[config.mk]
export PLATFORM = sky130hd
export DESIGN_NAME = phr_len_parser
export DESIGN_NICKNAME = d
export VERILOG_FILES = /design/src/rtl/phr_pkg.sv /design/src/rtl/phr_hdr_decode.sv /design/src/rtl/phr_pay_cnt.sv /design/src/rtl/phr_len_parser.sv
export SDC_FILE = /design/constraint.sdc
export NUM_CORES = 1
export LEC_CHECK = 0
export ABC_AREA = 1
export BUFFER_PORTS_ARGS = -buffer_cell sky130_fd_sc_hd__buf_2
export CAP_MARGIN = 20
export CORE_MARGIN = 5
export CORE_UTILIZATION = 36
export CTS_CLUSTER_DIAMETER = 60
export DETAILED_ROUTE_END_ITERATION = 8
export PLACE_DENSITY = 0.6
export SYNTH_ARGS = -nofsm -noshare
export SYNTH_HDL_FRONTEND = slang
export SYNTH_HIERARCHICAL = 1
export SYNTH_SLANG_ARGS = --single-unit
[constraint.sdc]
create_clock -name clk_i -period 5.5 [get_ports clk_i]
set_clock_uncertainty 0.1 [all_clocks]
set_input_delay 0.55 -clock clk_i [delete_from_list [all_inputs] [get_ports clk_i]]
set_output_delay 0.55 -clock clk_i [all_outputs]
set_load 0.005 [all_outputs]
[src/rtl/phr_pkg.sv]
package phr_pkg;
  typedef enum logic [1:0] {
    ST_IDLE = 2'd0,
    ST_HDR2 = 2'd1,
    ST_PAY  = 2'd2
  } phr_st_e;

  localparam int unsigned FCS_SHORT = 2;
  localparam int unsigned FCS_LONG  = 4;
  localparam int unsigned HDR2_LEN_LSB_POS = 5;
endpackage

[src/rtl/phr_hdr_decode.sv]
module phr_hdr_decode
  import phr_pkg::*;
#(
  parameter int LEN1_W   = 7,
  parameter int LEN2_W   = 11,
  parameter int MAX_LEN1 = 127,
  parameter int MAX_LEN2 = 2047,
  localparam int LW = (LEN2_W > LEN1_W) ? LEN2_W : LEN1_W
) (
  input  logic          mode_i,
  input  logic [7:0]    b0_i,
  input  logic [7:0]    b1_i,
  output logic [LW-1:0] len_o,
  output logic          fcs2_o,
  output logic          whiten_o,
  output logic          err_o
);
  localparam int HW = 16;

  logic [HW-1:0] hdr;
  logic [LW-1:0] len_short, len_long;
  logic [LW:0]   max_len, min_len;

  assign hdr = {b1_i, b0_i};

  always_comb begin
    len_short = '0;
    len_short[LEN1_W-1:0] = b0_i[LEN1_W-1:0];
  end

  // long-format length is MSB first on air: header bit 5 is the length MSB
  always_comb begin
    len_long = '0;
    for (int j = 0; j < LEN2_W; j++) begin
      len_long[LEN2_W-1-j] = hdr[HDR2_LEN_LSB_POS + j];
    end
  end

  always_comb begin
    if (mode_i) begin
      len_o    = len_long;
      fcs2_o   = hdr[3];
      whiten_o = hdr[4];
      max_len  = (LW+1)'(MAX_LEN2);
    end else begin
      len_o    = len_short;
      fcs2_o   = 1'b1;
      whiten_o = 1'b0;
      max_len  = (LW+1)'(MAX_LEN1);
    end
    min_len = fcs2_o ? (LW+1)'(FCS_SHORT) : (LW+1)'(FCS_LONG);
    err_o   = ({1'b0, len_o} > max_len) || ({1'b0, len_o} < min_len);
  end

  always_comb begin
    a_r2_short_fixed_sel: assert (mode_i || (fcs2_o && !whiten_o));
  end
endmodule

[src/rtl/phr_pay_cnt.sv]
module phr_pay_cnt #(
  parameter int LW = 11
) (
  input  logic          clk_i,
  input  logic          rst_ni,
  input  logic          clr_i,
  input  logic          inc_i,
  input  logic [LW-1:0] len_i,
  output logic [LW-1:0] cnt_o,
  output logic          last_o
);
  logic [LW-1:0] cnt_q, cnt_nx;

  assign cnt_nx = cnt_q + LW'(1);
  assign last_o = inc_i && (cnt_nx == len_i);
  assign cnt_o  = cnt_q;

  always_ff @(posedge clk_i or negedge rst_ni) begin
    if (!rst_ni)    cnt_q <= '0;
    else if (clr_i) cnt_q <= '0;
    else if (inc_i) cnt_q <= cnt_nx;
  end

  a_r5_cnt_step: assert property (@(posedge clk_i) disable iff (!rst_ni)
    $past(inc_i) && !$past(clr_i) |-> cnt_q == $past(cnt_q) + LW'(1));
  a_r8_clr_zero: assert property (@(posedge clk_i) disable iff (!rst_ni)
    clr_i |=> cnt_q == '0);
endmodule

[src/rtl/phr_len_parser.sv]
module phr_len_parser
  import phr_pkg::*;
#(
  parameter int LEN1_W   = 7,
  parameter int LEN2_W   = 11,
  parameter int MAX_LEN1 = 127,
  parameter int MAX_LEN2 = 2047,
  localparam int LW = (LEN2_W > LEN1_W) ? LEN2_W : LEN1_W
) (
  input  logic          clk_i,
  input  logic          rst_ni,
  input  logic          mode_i,
  input  logic          valid_i,
  input  logic          sof_i,
  input  logic [7:0]    byte_i,
  output logic [LW-1:0] len_o,
  output logic          len_vld_o,
  output logic          len_err_o,
  output logic          fcs2_o,
  output logic          whiten_o,
  output logic          pay_vld_o,
  output logic [LW-1:0] cnt_o,
  output logic          eof_o
);
  phr_st_e       st_q;
  logic          mode_q;
  logic [7:0]    hdr0_q;
  logic [LW-1:0] len_q;
  logic          fcs2_q, wht_q, vld_q, err_q, pay_q, eof_q;

  logic          dec_mode;
  logic [7:0]    dec_b0;
  logic [LW-1:0] dec_len;
  logic          dec_fcs2, dec_wht, dec_err;
  logic          hdr_done, start, pay_byte, last;

  assign start    = valid_i && sof_i;
  assign hdr_done = valid_i && ((sof_i && !mode_i) || (!sof_i && st_q == ST_HDR2));
  assign pay_byte = valid_i && !sof_i && st_q == ST_PAY;
  assign dec_mode = sof_i ? mode_i : mode_q;
  assign dec_b0   = sof_i ? byte_i : hdr0_q;

  phr_hdr_decode #(
    .LEN1_W  (LEN1_W),
    .LEN2_W  (LEN2_W),
    .MAX_LEN1(MAX_LEN1),
    .MAX_LEN2(MAX_LEN2)
  ) u_dec (
    .mode_i  (dec_mode),
    .b0_i    (dec_b0),
    .b1_i    (byte_i),
    .len_o   (dec_len),
    .fcs2_o  (dec_fcs2),
    .whiten_o(dec_wht),
    .err_o   (dec_err)
  );

  phr_pay_cnt #(.LW(LW)) u_cnt (
    .clk_i (clk_i),
    .rst_ni(rst_ni),
    .clr_i (start || hdr_done),
    .inc_i (pay_byte),
    .len_i (len_q),
    .cnt_o (cnt_o),
    .last_o(last)
  );

  always_ff @(posedge clk_i or negedge rst_ni) begin
    if (!rst_ni) begin
      st_q   <= ST_IDLE;
      mode_q <= 1'b0;
      hdr0_q <= '0;
      len_q  <= '0;
      fcs2_q <= 1'b0;
      wht_q  <= 1'b0;
      vld_q  <= 1'b0;
      err_q  <= 1'b0;
      pay_q  <= 1'b0;
      eof_q  <= 1'b0;
    end else begin
      vld_q <= 1'b0;
      err_q <= 1'b0;
      pay_q <= 1'b0;
      eof_q <= 1'b0;
      if (start) begin
        mode_q <= mode_i;
        hdr0_q <= byte_i;
        if (mode_i) st_q <= ST_HDR2;
      end else if (pay_byte) begin
        pay_q <= 1'b1;
        if (last) begin
          eof_q <= 1'b1;
          st_q  <= ST_IDLE;
        end
      end
      if (hdr_done) begin
        if (dec_err) begin
          err_q <= 1'b1;
          st_q  <= ST_IDLE;
        end else begin
          len_q  <= dec_len;
          fcs2_q <= dec_fcs2;
          wht_q  <= dec_wht;
          vld_q  <= 1'b1;
          st_q   <= ST_PAY;
        end
      end
    end
  end

  assign len_o     = len_q;
  assign len_vld_o = vld_q;
  assign len_err_o = err_q;
  assign fcs2_o    = fcs2_q;
  assign whiten_o  = wht_q;
  assign pay_vld_o = pay_q;
  assign eof_o     = eof_q;

  a_r4_err_excl: assert property (@(posedge clk_i) disable iff (!rst_ni)
    !(len_err_o && len_vld_o));
  a_r4_err_keeps_len: assert property (@(posedge clk_i) disable iff (!rst_ni)
    len_err_o |-> $stable(len_o));
  a_r6_eof_on_pay: assert property (@(posedge clk_i) disable iff (!rst_ni)
    eof_o |-> pay_vld_o && cnt_o == len_o);
  a_r7_idle_hold: assert property (@(posedge clk_i) disable iff (!rst_ni)
    !$past(valid_i) |-> $stable(cnt_o) && !pay_vld_o && !len_vld_o && !len_err_o);
  a_r5_cnt_bound: assert property (@(posedge clk_i) disable iff (!rst_ni)
    st_q == ST_PAY |-> cnt_o < len_o);
endmodule

After elaboration in Yosys (flattened, before gate mapping)
Cells that the tools add are included.
W data, S select, Z words.
{"block": "op_classes", "n_addsub": 1, "n_lt_le_gt_ge": 2, "n_eq_ne": 4, "mux": 24, "bitwise_logic": 1, "reduce_logical": 17}
{"op": "$mux W11", "count": 4}
{"op": "$lt A11 B12 Y1", "count": 1}
{"op": "$mux W1", "count": 12}
{"op": "$mux W2", "count": 6}
{"op": "$add A11 B1 Y11 const B", "count": 1}
{"op": "$eq A11 B11 Y1", "count": 1}
{"op": "$gt A11 B11 Y1", "count": 1}
{"op": "$mux W8", "count": 1}
{"op": "$logic_and A1 B1 Y1", "count": 7}
{"op": "$reduce_bool A3 Y1", "count": 2}
{"op": "$logic_or A1 B1 Y1", "count": 3}
{"op": "$mux W3", "count": 1}
{"op": "$ne A3 B3 Y1 const B", "count": 1}
{"op": "$reduce_and A3 Y1", "count": 1}
{"op": "$eq A2 B1 Y1 const B", "count": 1}
{"op": "$eq A2 B2 Y1 const B", "count": 1}
{"op": "$logic_not A1 Y1", "count": 2}
{"op": "$reduce_and A2 Y1", "count": 1}
{"op": "$reduce_bool A2 Y1", "count": 1}
{"op": "$not A1 Y1", "count": 1}
{"block": "totals", "reg_bits": 39, "inputBits": 13, "output_inout_bits": 28}

Logic depth before layout (Yosys ltp)
{"block": "logic_depth", "word_depth": 8, "depth_mapped": 17, "depth_no_buf": 15}

Modules after synthesis
Netlist, hierarchy kept.
{"module": "phr_len_parser", "instances": 1, "cells_each": 141, "area_each_um2": 1262.5, "seq_area_each_um2": 700.7}
{"module": "phr_pay_cnt", "instances": 1, "cells_each": 141, "area_each_um2": 888.4, "seq_area_each_um2": 275.3}
{"module": "phr_hdr_decode", "instances": 1, "cells_each": 48, "area_each_um2": 219.0, "seq_area_each_um2": 0.0}

Worst setup path after synthesis
OpenSTA, ideal clock, no wires.
{"block": "synth_timing", "path_type": "input port to flip-flop", "from": "input sof_i", "to": "register fcs2_q, in the netlist fcs2_o", "setup_ns": 0.116, "arrival_ns": 2.304, "path_slack_ns": 2.979, "path_stages": 16, "path_buffers": 3, "path_cell_list": "buf_6 > buf_2 > a21oi_1 > inv_2 > nand2_1 > nand2_1 > ha_1 > inv_1 > nand2_1 > nor2_1 > nand2_1 > nor2_1 > inv_1 > buf_2 > nand3_1 > nand2_1"}
{"block": "synth_between", "word_cells_on_any_way": 16, "classes_between": "order compare (2); mux (6); bitwise (1); reduce/logical (7)"}
{"item": "start, declared", "line_no": "phr_len_parser.sv:14", "text": "input logic sof_i,"}
{"item": "$mux W1 (*)", "line_no": "phr_len_parser.sv:40", "text": "assign dec_mode = sof_i ? mode_i : mode_q;"}
{"item": "named net dec_mode", "line_no": "phr_len_parser.sv:31", "text": "logic dec_mode;"}
{"item": "$mux W11 (*)", "line_no": "phr_hdr_decode.sv:40", "text": "if (mode_i) begin"}
{"item": "named net dec_len[2]", "line_no": "phr_len_parser.sv:33", "text": "logic [LW-1:0] dec_len;"}
{"item": "$lt A11 B12 Y1 or $gt A11 B11 Y1 (tied branches)", "line_no": "phr_hdr_decode.sv:52", "text": "err_o = ({1'b0, len_o} > max_len) || ({1'b0, len_o} < min_len);"}
{"item": "$logic_or A1 B1 Y1 (*)", "line_no": "phr_hdr_decode.sv:52"}
{"item": "named net dec_err", "line_no": "phr_len_parser.sv:34", "text": "logic dec_fcs2, dec_wht, dec_err;"}
{"item": "$not A1 Y1 (no source line) (*)"}
{"item": "$reduce_and A2 Y1 (no source line) (*)"}
{"item": "end signal, assigned", "line_no": "phr_len_parser.sv:102", "text": "fcs2_q <= dec_fcs2;"}
{"item": "end, declared", "line_no": "phr_len_parser.sv:29", "text": "logic fcs2_q, wht_q, vld_q, err_q, pay_q, eof_q;"}
Mark *: on every way through the listed nets, which the timed path passes. The rest lies on a longest branch.
A chain may end at the register's enable or synchronous reset.

Final worst setup path
{"block": "layout_timing", "from": "input sof_i", "to": "register len_q[3], in the netlist len_o[3]"}
{"block": "layout_between", "word_cells_on_any_way": 16, "classes_between": "order compare (2); mux (6); bitwise (1); reduce/logical (7)"}
{"item": "$mux W1 (*)", "line_no": "phr_len_parser.sv:40"}
{"item": "named net dec_mode", "line_no": "phr_len_parser.sv:31"}
{"item": "$mux W11 (*)", "line_no": "phr_hdr_decode.sv:40"}
{"item": "named net dec_len[2]", "line_no": "phr_len_parser.sv:33"}
{"item": "$lt A11 B12 Y1 or $gt A11 B11 Y1 (tied branches)", "line_no": "phr_hdr_decode.sv:52"}
{"item": "$logic_or A1 B1 Y1 (*)", "line_no": "phr_hdr_decode.sv:52"}
{"item": "named net dec_err", "line_no": "phr_len_parser.sv:34"}
{"item": "$not A1 Y1 (no source line) (*)"}
{"item": "$reduce_and A2 Y1 (no source line) (*)"}
{"item": "end signal, assigned", "line_no": "phr_len_parser.sv:101", "text": "len_q <= dec_len;"}
{"item": "end, declared", "line_no": "phr_len_parser.sv:28", "text": "logic [LW-1:0] len_q;"}
Marks and branches as above.

==> results by group <==
Run status
  • Outcome: completed

Layout
  • Diode count: 0
  • Area grow syn2layout: 13.6%
  • Post-Layout Cell Count: 448
  • Storage element area: 976 um^2
  • Nets: 385
  • Most frequent cells in the layout: nand2_1, inv_1, buf_2
  • Layout cells sized above 1: 21.0%
  • Filler cell count: 666
  • Leading cell type in the layout, fill and taps excluded: nand2_1
  • Multi-input gate area: 1140 um^2

Global route
  • First-pass GRT wire length: 9.80 mm
  • Vias in the first global route: 2036
  • Largest net degree at the start of global routing: 40
  • Tot GR Track Use: 14.3%
  • Grt ovf: 0
  • Antenna violations before repair: 0

Worst setup path
  • Delay-heaviest family, CP: buffers and inverters
  • CP Launch Type: primary input
  • Number of buffers and inverters on the critical path: 3
  • Critical Path Max Stage Delay: 0.73 ns
  • CP Cell Sequence: buf_2 > nor2_1 > a21oi_1 > inv_2 > nand2_1 > nand2_1 > ha_1 > nand2_1 > nand2_1 > nor2_1 > inv_1 > nand2_4 > nand2_1 > nand2_1
  • Most used cell, CP: nand2_1
  • Worst EP required: 5.58 ns
  • CP Data Arrival Time: 3.19 ns
  • Critical path class: primary input to flop
  • Highest-delay cell along the critical path: a21oi_1
  • Worst-path fanout max: 20
  • Endpoint class of the critical path: flop

CTS
  • # Post-CTS Setup Buffers: 0
  • Clock sink count: 39
  • Worst skew pair latency: 0.29 ns
  • CTS buffer count: 5
  • Clock-pin slew on the worst setup and hold paths: 0.08 ns
  • CTS max path bufs: 2
  • CTS Root Cell: clkbuf_8
  • Htree depth: 2
  • Hold buffer count at cts: 0
  • Gates resized, CTS repair: 0
  • CTS tree: yes

Placement
  • Placed cells: 440
  • Post-Place Setup Slack: 2.09 ns
  • Port bufs: 40
  • Hpwl dp: 4.31 mm
  • RePlAce Congestion: 0.834

Floorplanning
  • Die height: 91.1 um
  • Die area: 8310 um^2
  • Chip width: 91.1 um
  • # rows: 29
  • Starting Density: 37.1%
  • IO Pins: 41
  • Core ar.: 6390 um^2

Drt
  • WL final: 5.52 mm
  • Wirelength per Cell: 12.3 um
  • Via count: 2121
  • ANT nets after route: 0
  • Drt via density: 4.73
  • Initial DRT Pass Iterations: 4
  • DR DRC count: 0
  • Initial DRC count: 102

Synth
  • Syn. warnings: 6
  • Net Count, Synth: 345
  • Mean Syn Cell Area: 7.18 um^2
  • #FFs+latches synth: 39
  • Post-Syn Instances: 330
  • Yosys top cell area share: 41.2%
  • Post-synthesis sequential area ratio: 41.2%
  • Yosys cell types: 24
  • Post-synthesis instance area: 2370 um^2
  • Largest area contributor in the netlist: dfrtp_1
  • Area contributors post-synth: dfrtp_1, nand2_1, inv_1, nand3_1, nand2_2

Power and ir drop
  • Post-layout power: 745 uW
  • Maximum VDD drop: 116 uV
  • P per Cell Area: 277 nW/um^2
  • Leak: 0.00156 uW

STA
  • Worst Hold Margin: 0.264 ns
  • Setup tns final: 0 ns
  • Count of final hold-check violations: 0
  • Period utilisation layout: 56.6%
  • Fmax achieved: 321 MHz
  • Fin. max-slew vios: 0
  • RSZ-0062 raised after global routing: false
  • Setup Viol. Count Final: 0
  • Slew @ Worst Pin: 0.931 ns
  • Final min period: 3.11 ns
  • Worst setup margin: 2.39 ns
  • Max_slew headroom: 37.9%

Flow run
  • Max-Cap Viols: 0

Worst hold path
  • Min-Delay Path Class: primary input to asynchronous set/reset pin
cells by family after synthesis:
logic type	Yosys count	synth area share (%)
simple gates	197	39.7
compound gates	32	7.13
buf+inv	59	10.6
xor+xnor	1	0.370
flops	39	41.2
fa+ha+maj	2	1.06
final cells by class:
class                           count  share of cell area, %
Clock buffer                        7                   2.83
Clock inverter                      1                  0.186
Inverter                           52                   7.25
Multi-Input combinational cell    232                   42.5
Sequential cell                    39                   36.2
Tap cell                           77                   3.58
Timing Repair Buffer               40                   7.43
routing by layer:
metal	track usage, %	vias up	part of all wire, %
met5	0	-	0
met3	3.88	4	5.6
met2	24.0	47	48
li1	-	1107	-
met4	3.42	0	0.80
met1	18.2	963	45
sequential cells by signal (all words and copies together) (netlist names), 2 cells and up:
register and flops:
hdr0_q 8, len_o 11, st_q 2, u_cnt/cnt_o 11
power by group:
part           leakage (uW)  total (uW)  switching [uW]  internal (uW)
clock network     0.0000422         189             100           89.1
registers          0.000506         368            40.4            328
logic               0.00101         187             111           76.5
final timing paths:
kind	endpoint	slack (ns)	cells after the start	startpoint
max	len_o[3]	2.39	14	sof_i
min	u_cnt/cnt_o[0]	0.26	1	rst_ni
max reg2reg	len_o[3]	2.68	13	mode_q
min reg2reg	fcs2_o	0.39	2	fcs2_o
max in group asynchronous	hdr0_q[6]	4.47	1	rst_ni
min in group clk_i	fcs2_o	0.39	2	fcs2_o
metrics by stage:
stage / utilization (%) / instance area, um^2
finish: 42.2 / 2690
floorplan: - / 2370
CTS: 42.2 / 2690
detailed placement: 40.9 / 2610
global route: 42.2 / 2690
global placement: 40.9 / 2610
Yosys cell counts:
master and instances:
a21oi_1 11, buf_2 2, buf_4 1, buf_6 3
clkbuf_1 1, dfrtp_1 39, ha_1 2, inv_1 49
inv_2 3, nand2_1 104, nand2_2 17, nand2_4 5
nand3_1 36, nand3_2 1, nand3b_1 4, nand4_1 3
nor2_1 21, nor2_2 3, nor2_4 1, nor2_8 2
o21a_1 1, o21ai_0 15, o22ai_1 5, xor2_1 1
(Power assumes the default switching activity.)
